**src/rtl/dshift_pkg.sv**
```systemverilog
package dshift_pkg;
    localparam int DATA_W    = 64;
    localparam int FLAG_W    = 32;
    localparam int NUM_LANES = 3;
    localparam int LOG_W     = $clog2(DATA_W);

    localparam int BIT_CF = 0;
    localparam int BIT_PF = 2;
    localparam int BIT_AF = 4;
    localparam int BIT_ZF = 6;
    localparam int BIT_SF = 7;
    localparam int BIT_OF = 11;

    localparam logic [FLAG_W-1:0] STATUS_MASK =
        (FLAG_W'(1) << BIT_CF) | (FLAG_W'(1) << BIT_PF) | (FLAG_W'(1) << BIT_AF) |
        (FLAG_W'(1) << BIT_ZF) | (FLAG_W'(1) << BIT_SF) | (FLAG_W'(1) << BIT_OF);

    typedef enum logic [1:0] {
        FLV_NATIVE  = 2'd0,
        FLV_FIRST   = 2'd1,
        FLV_LAST    = 2'd2,
        FLV_NATIVE2 = 2'd3
    } flag_var_e;

    typedef struct packed {
        logic              valid;
        logic [DATA_W-1:0] result;
        logic [FLAG_W-1:0] flags;
    } out_st_t;
endpackage

```
**src/rtl/dshift_lane.sv**
```systemverilog
module dshift_lane #(
    parameter int W = 16
) (
    input  logic                 dir_right,
    input  logic [$clog2(W)-1:0] n,
    input  logic [W-1:0]         dst,
    input  logic [W-1:0]         src,
    output logic [W-1:0]         res,
    output logic                 cf,
    output logic                 sf,
    output logic                 zf,
    output logic                 pf,
    output logic                 of_first,
    output logic                 of_last
);
    localparam int NW = $clog2(W);
    localparam int AW = NW + 1;

    logic [AW-1:0] n_w;
    logic [AW-1:0] back;
    logic [W-1:0]  out_bits;
    logic [W-1:0]  src_tail;

    always_comb begin
        n_w      = AW'(n);
        back     = AW'(W) - n_w;
        out_bits = '0;
        src_tail = '0;
        if (!dir_right) begin
            res      = (dst << n_w) | (src >> back);
            out_bits = dst >> back;
            cf       = out_bits[0];
            of_first = dst[W-1] ^ dst[W-2];
            of_last  = out_bits[0] ^ res[W-1];
        end else begin
            res      = (dst >> n_w) | (src << back);
            out_bits = dst >> (n_w - AW'(1));
            cf       = out_bits[0];
            of_first = dst[W-1] ^ src[0];
            src_tail = src >> (n_w - AW'(2));
            of_last  = (n_w > AW'(1)) ? (src_tail[0] ^ res[W-1]) : (dst[W-1] ^ res[W-1]);
        end
        sf = res[W-1];
        zf = (res == '0);
        pf = ~^res[7:0];
    end
endmodule

```
**src/rtl/dshift_flags.sv**
```systemverilog
module dshift_flags
    import dshift_pkg::*;
(
    input  logic [1:0]        variant,
    input  logic              active,
    input  logic [FLAG_W-1:0] flags_in,
    input  logic              cf,
    input  logic              pf,
    input  logic              zf,
    input  logic              sf,
    input  logic              of_first,
    input  logic              of_last,
    output logic [FLAG_W-1:0] flags_out
);
    always_comb begin
        flags_out = flags_in;
        if (active) begin
            flags_out         = flags_in & ~STATUS_MASK;
            flags_out[BIT_CF] = cf;
            flags_out[BIT_PF] = pf;
            flags_out[BIT_ZF] = zf;
            flags_out[BIT_SF] = sf;
            case (flag_var_e'(variant))
                FLV_LAST: begin
                    flags_out[BIT_OF] = of_last;
                    flags_out[BIT_AF] = 1'b1;
                end
                default: begin
                    flags_out[BIT_OF] = of_first;
                    flags_out[BIT_AF] = 1'b0;
                end
            endcase
        end
    end
endmodule

```
**src/rtl/dshift_unit.sv**
```systemverilog
module dshift_unit
    import dshift_pkg::*;
#(
    parameter int CNT_W = 8
) (
    input  logic              clk,
    input  logic              rst,
    input  logic              start,
    input  logic              dir_right,
    input  logic [1:0]        width_sel,
    input  logic [CNT_W-1:0]  count,
    input  logic [DATA_W-1:0] dst_in,
    input  logic [DATA_W-1:0] src_in,
    input  logic [FLAG_W-1:0] flags_in,
    input  logic [1:0]        variant,
    output logic [DATA_W-1:0] result,
    output logic [FLAG_W-1:0] flags_out,
    output logic              valid
);
    logic [LOG_W-1:0]     cnt_m;
    logic [1:0]           lane_sel;
    logic [DATA_W-1:0]    lane_res [NUM_LANES];
    logic [NUM_LANES-1:0] lane_cf, lane_sf, lane_zf, lane_pf, lane_off, lane_ofl;
    logic [FLAG_W-1:0]    flags_new;
    out_st_t              st_d, st_q;

    // Width decode and count masking
    always_comb begin
        case (width_sel)
            2'd0:    lane_sel = 2'd0;
            2'd1:    lane_sel = 2'd1;
            default: lane_sel = 2'd2;
        endcase
        cnt_m = count[LOG_W-1:0] & LOG_W'((16 << lane_sel) - 1);
    end

    for (genvar g = 0; g < NUM_LANES; g++) begin : g_lane
        localparam int LW  = 16 << g;
        localparam int LNW = $clog2(LW);
        logic [LW-1:0] lane_out;

        dshift_lane #(.W(LW)) u_lane (
            .dir_right (dir_right),
            .n         (cnt_m[LNW-1:0]),
            .dst       (dst_in[LW-1:0]),
            .src       (src_in[LW-1:0]),
            .res       (lane_out),
            .cf        (lane_cf[g]),
            .sf        (lane_sf[g]),
            .zf        (lane_zf[g]),
            .pf        (lane_pf[g]),
            .of_first  (lane_off[g]),
            .of_last   (lane_ofl[g])
        );
        assign lane_res[g] = DATA_W'(lane_out);
    end

    dshift_flags u_flags (
        .variant   (variant),
        .active    (cnt_m != '0),
        .flags_in  (flags_in),
        .cf        (lane_cf[lane_sel]),
        .pf        (lane_pf[lane_sel]),
        .zf        (lane_zf[lane_sel]),
        .sf        (lane_sf[lane_sel]),
        .of_first  (lane_off[lane_sel]),
        .of_last   (lane_ofl[lane_sel]),
        .flags_out (flags_new)
    );

    always_comb begin
        st_d       = st_q;
        st_d.valid = start;
        if (start) begin
            st_d.result = lane_res[lane_sel];
            st_d.flags  = flags_new;
        end
    end

    always_ff @(posedge clk) begin
        if (rst) st_q <= '0;
        else     st_q <= st_d;
    end

    assign result    = st_q.result;
    assign flags_out = st_q.flags;
    assign valid     = st_q.valid;

    a_r1_valid_after_start: assert property (@(posedge clk) disable iff (rst)
        start |=> valid);
    a_r1_valid_single: assert property (@(posedge clk) disable iff (rst)
        !start |=> !valid);
    a_r2_zero_keeps_flags: assert property (@(posedge clk) disable iff (rst)
        (start && cnt_m == '0) |=> flags_out == $past(flags_in));
    a_r7_other_bits_kept: assert property (@(posedge clk) disable iff (rst)
        start |=> (flags_out & ~STATUS_MASK) == ($past(flags_in) & ~STATUS_MASK));
    a_r8_af_cleared: assert property (@(posedge clk) disable iff (rst)
        (start && variant != 2'd2 && cnt_m != '0) |=> !flags_out[BIT_AF]);
    a_r9_af_set: assert property (@(posedge clk) disable iff (rst)
        (start && variant == 2'd2 && cnt_m != '0) |=> flags_out[BIT_AF]);
    a_r10_zero_ext16: assert property (@(posedge clk) disable iff (rst)
        (start && width_sel == 2'd0) |=> result[DATA_W-1:16] == '0);
    a_r10_zero_ext32: assert property (@(posedge clk) disable iff (rst)
        (start && width_sel == 2'd1) |=> result[DATA_W-1:32] == '0);
endmodule

```
**config.mk**
```make
export PLATFORM = sky130hd
export DESIGN_NAME = dshift_unit
export DESIGN_NICKNAME = d
export VERILOG_FILES = /design/src/rtl/dshift_pkg.sv /design/src/rtl/dshift_lane.sv /design/src/rtl/dshift_flags.sv /design/src/rtl/dshift_unit.sv
export SDC_FILE = /design/constraint.sdc
export NUM_CORES = 1
export LEC_CHECK = 0
export ABC_CLOCK_PERIOD_IN_PS = 5840
export BUFFER_PORTS_ARGS = -buffer_cell sky130_fd_sc_hd__buf_4
export CORE_AREA = 3 3 283 285
export CTS_BUF_LIST = sky130_fd_sc_hd__clkbuf_2 sky130_fd_sc_hd__clkbuf_4 sky130_fd_sc_hd__clkbuf_8
export DETAILED_ROUTE_END_ITERATION = 8
export DIE_AREA = 0 0 286 288
export HOLD_SLACK_MARGIN = 0.12
export REMOVE_ABC_BUFFERS = 1
export SYNTH_ARGS = -nofsm -noshare
export SYNTH_HDL_FRONTEND = slang
export SYNTH_SLANG_ARGS = --single-unit
```
**constraint.sdc**
```tcl
create_clock -name clk -period 5.84 [get_ports clk]
set_input_delay 0.292 -clock clk [delete_from_list [all_inputs] [get_ports clk]]
set_output_delay 0.292 -clock clk [all_outputs]
set_load 0.005 [all_outputs]
```
==> reports/results.ini <==
[cts]
cts_tree = built
numCtsBuffers = 9
cts_hold_buf = 0
post_cts_buffers = 0
path_clk_slew_ns = 0.10
post_cts_resized = 0
clock_sinks = 97
htreeDepth = 3
cts_root_buf = clkbuf_8
cts.path.max_buffers = 2
clk_latency_ns = 0.38

[setup_path]
cp-start-kind = primary input
endpoint_kind = flip-flop
r2r-start = flags_out[11]
r2r_setup_slack_ns = 4.77
crit_start = count[1]
worstPathRequired_ns = 6.09
path_max_fanout = 25
arrival_ns = 5.38
critPathKind = in -> reg

[power]
power_mw = 6.44
power_frac_seq = 0.115
switchingPower_mw = 3.75
powerDensity_mw_per_mm2 = 202
p_clk_frac = 0.073
internal_power_mw = 2.69
p_leak_nw = 12.6
pwr-share-comb = 0.813
vdd_drop_max_mv = 0.120
sw_frac_of_total = 0.582

[routing]
drtIter0Drc = 5380
totalWireLength_mm = 208
detail_route.wl_per_cell_um = 44.2
drcViolationCount = 0
num_vias = 34500
firstDrtPassIters = 8
routed_via_density = 7.32
postRouteAntennaNets = 0

[die]
fp.dieH_um = 288
io_pins = 273
core-area_mm2 = 0.0776
num_rows = 102
dieArea_mm2 = 0.0824
die_w_um = 286
start_util = 0.350

[hold_path]
worst_hold_path_type = in -> reg
hp-start = flags_in[8]

[place]
gp_congestion = 1.14
port_buffers = 270
hpwl_mm = 169
dp.cells = 4680
place_area_mm2 = 0.0316

[finish]
nets = 3844
syn2layout_area_growth_pct = 17.3
layout_commonest_cell = buf_4
multiInputGateArea_mm2 = 0.0233
stdcell_area_mm2 = 0.0318
n_fill_cell = 8123
ff_latch_area_mm2 = 0.00194
drive_above_1_share = 0.297
mostFrequentLayoutCells = buf_4, nand2_1, nor2_1, mux2i_1, mux4_2
final_cells = 4707

[yosys]
yosysTopAreaCell = mux4_2
synth.top_cell.area_share = 0.211
yosysUniqueCellTypes = 97
synth_area_leaders = mux4_2, mux2i_1, dfxtp_1
ys.flop_type = dfxtp_1
netlist_instances = 3406
ys_seq_area_frac = 0.0716
avgSynthCellArea_um2 = 7.96
yosys_warnings = 0
ys_ff_latch = 97
ys_async_sr_fraction = 0
syn_area_mm2 = 0.0271
synth_edf_count = 0

[global_route]
grt_pass1_vias = 32000
track_usage = 0.487
grt_pass1_wl_mm = 279
grt-ovfl-total = 0
grt_max_degree = 117
antenna_found_initial = 14

[status]
violations = max-capacitance violations, max-slew violations
status = complete, but fails checks

[sta]
drv_slew = 3
period_needed_ns = 5.13
slew_headroom = -0.0208
hold_violations = 0
setup_viol = 0
fmax_mhz = 195
clock_skew_ns = 0
period_share = 0.878
rsz0062_at_grt = false
hold_slack_ns = 0.138
worst_pin_slew_ns = 1.52

[job]
maxCapViolCount = 1

-- critical path, stage by stage --
cell      delay, ns
buf_4          0.20
inv_4          0.10
buf_12         0.24
ha_1           0.27
nand2b_4       0.11
xnor2_4        0.70
buf_4          0.30
nand2_1        0.26
o22ai_1        0.19
a21oi_1        0.21
a221oi_1       0.42
o22ai_1        0.13
o21ai_0        0.48
ha_1           0.34
xnor2_1        0.19
xnor2_1        0.12
a211oi_1       0.35
buf_4          0.17
nor3_1         0.04
a21oi_1        0.12
nor2_1         0.05
-- Yosys cell counts (65+ instances only) --
library cell / number
mux2i_1: 357
a21oi_1: 226
o22ai_1: 65
buf_2: 111
mux2_2: 136
clkbuf_1: 162
a211oi_1: 73
mux4_2: 254
o21ai_0: 226
nand2_1: 393
nor2_1: 369
dfxtp_1: 97
-- state kept, by name (all words and copies together) (netlist names) --
name and count:
flags_out 32, valid 1, result 64
-- final timing paths --
check	to	cells after the start
hold reg to reg	result[33]	2
setup reg to reg	flags_out[11]	4
setup / recovery	flags_out[2]	21
hold / removal	flags_out[8]	3
-- cell families after synthesis --
group	count (synthesis)	share of synthesized area
compound gates	1086	0.271
simple gates	1028	0.164
buf+inv	401	0.0738
mux	751	0.402
fa+ha+maj	17	0.00784
flops	97	0.0716
xor+xnor	26	0.0102
-- metal layers --
layer | vias to the layer above | wire length (um) | global-route usage
met4 | 8 | 16900 | 0.321
met3 | 608 | 27500 | 0.170
li1 | 13800 | - | -
met2 | 2838 | 84500 | 0.695
met1 | 17200 | 79100 | 0.616
met5 | - | 119 | 0.00714
-- power by group through the flow --
stage          Sequential (mW)  Clock (mW)  Combinational (mW)
6_report                 0.739       0.467                5.23
2_1_floorplan            0.755           0                2.33
5_1_grt                  0.745       0.499                5.24
3_3_place_gp             0.752           0                4.94
4_1_cts                  0.739       0.478                4.93
3_5_place_dp             0.754           0                4.91
-- per-stage QoR --
step            util  worst slack [ns]  setup TNS [ns]
2_1_floorplan      -             -6.20         -356.18
3_5_place_dp   0.407             0.508               0
6_report       0.410             0.711               0
4_1_cts        0.410             0.924               0
3_3_place_gp   0.407             0.438               0
5_1_grt        0.410             0.633               0
-- layout make-up --
class / instances / area share
clock buffers: 11 / 0.00476
multi-input cells: 2908 / 0.734
well taps: 1040 / 0.0409
inverters: 26 / 0.00334
repair buffers: 609 / 0.153
clock inverters: 5 / 0.00193
flip-flops and latches: 97 / 0.0610
diodes: 11 / 0.000865
(Power assumes the default switching activity.)
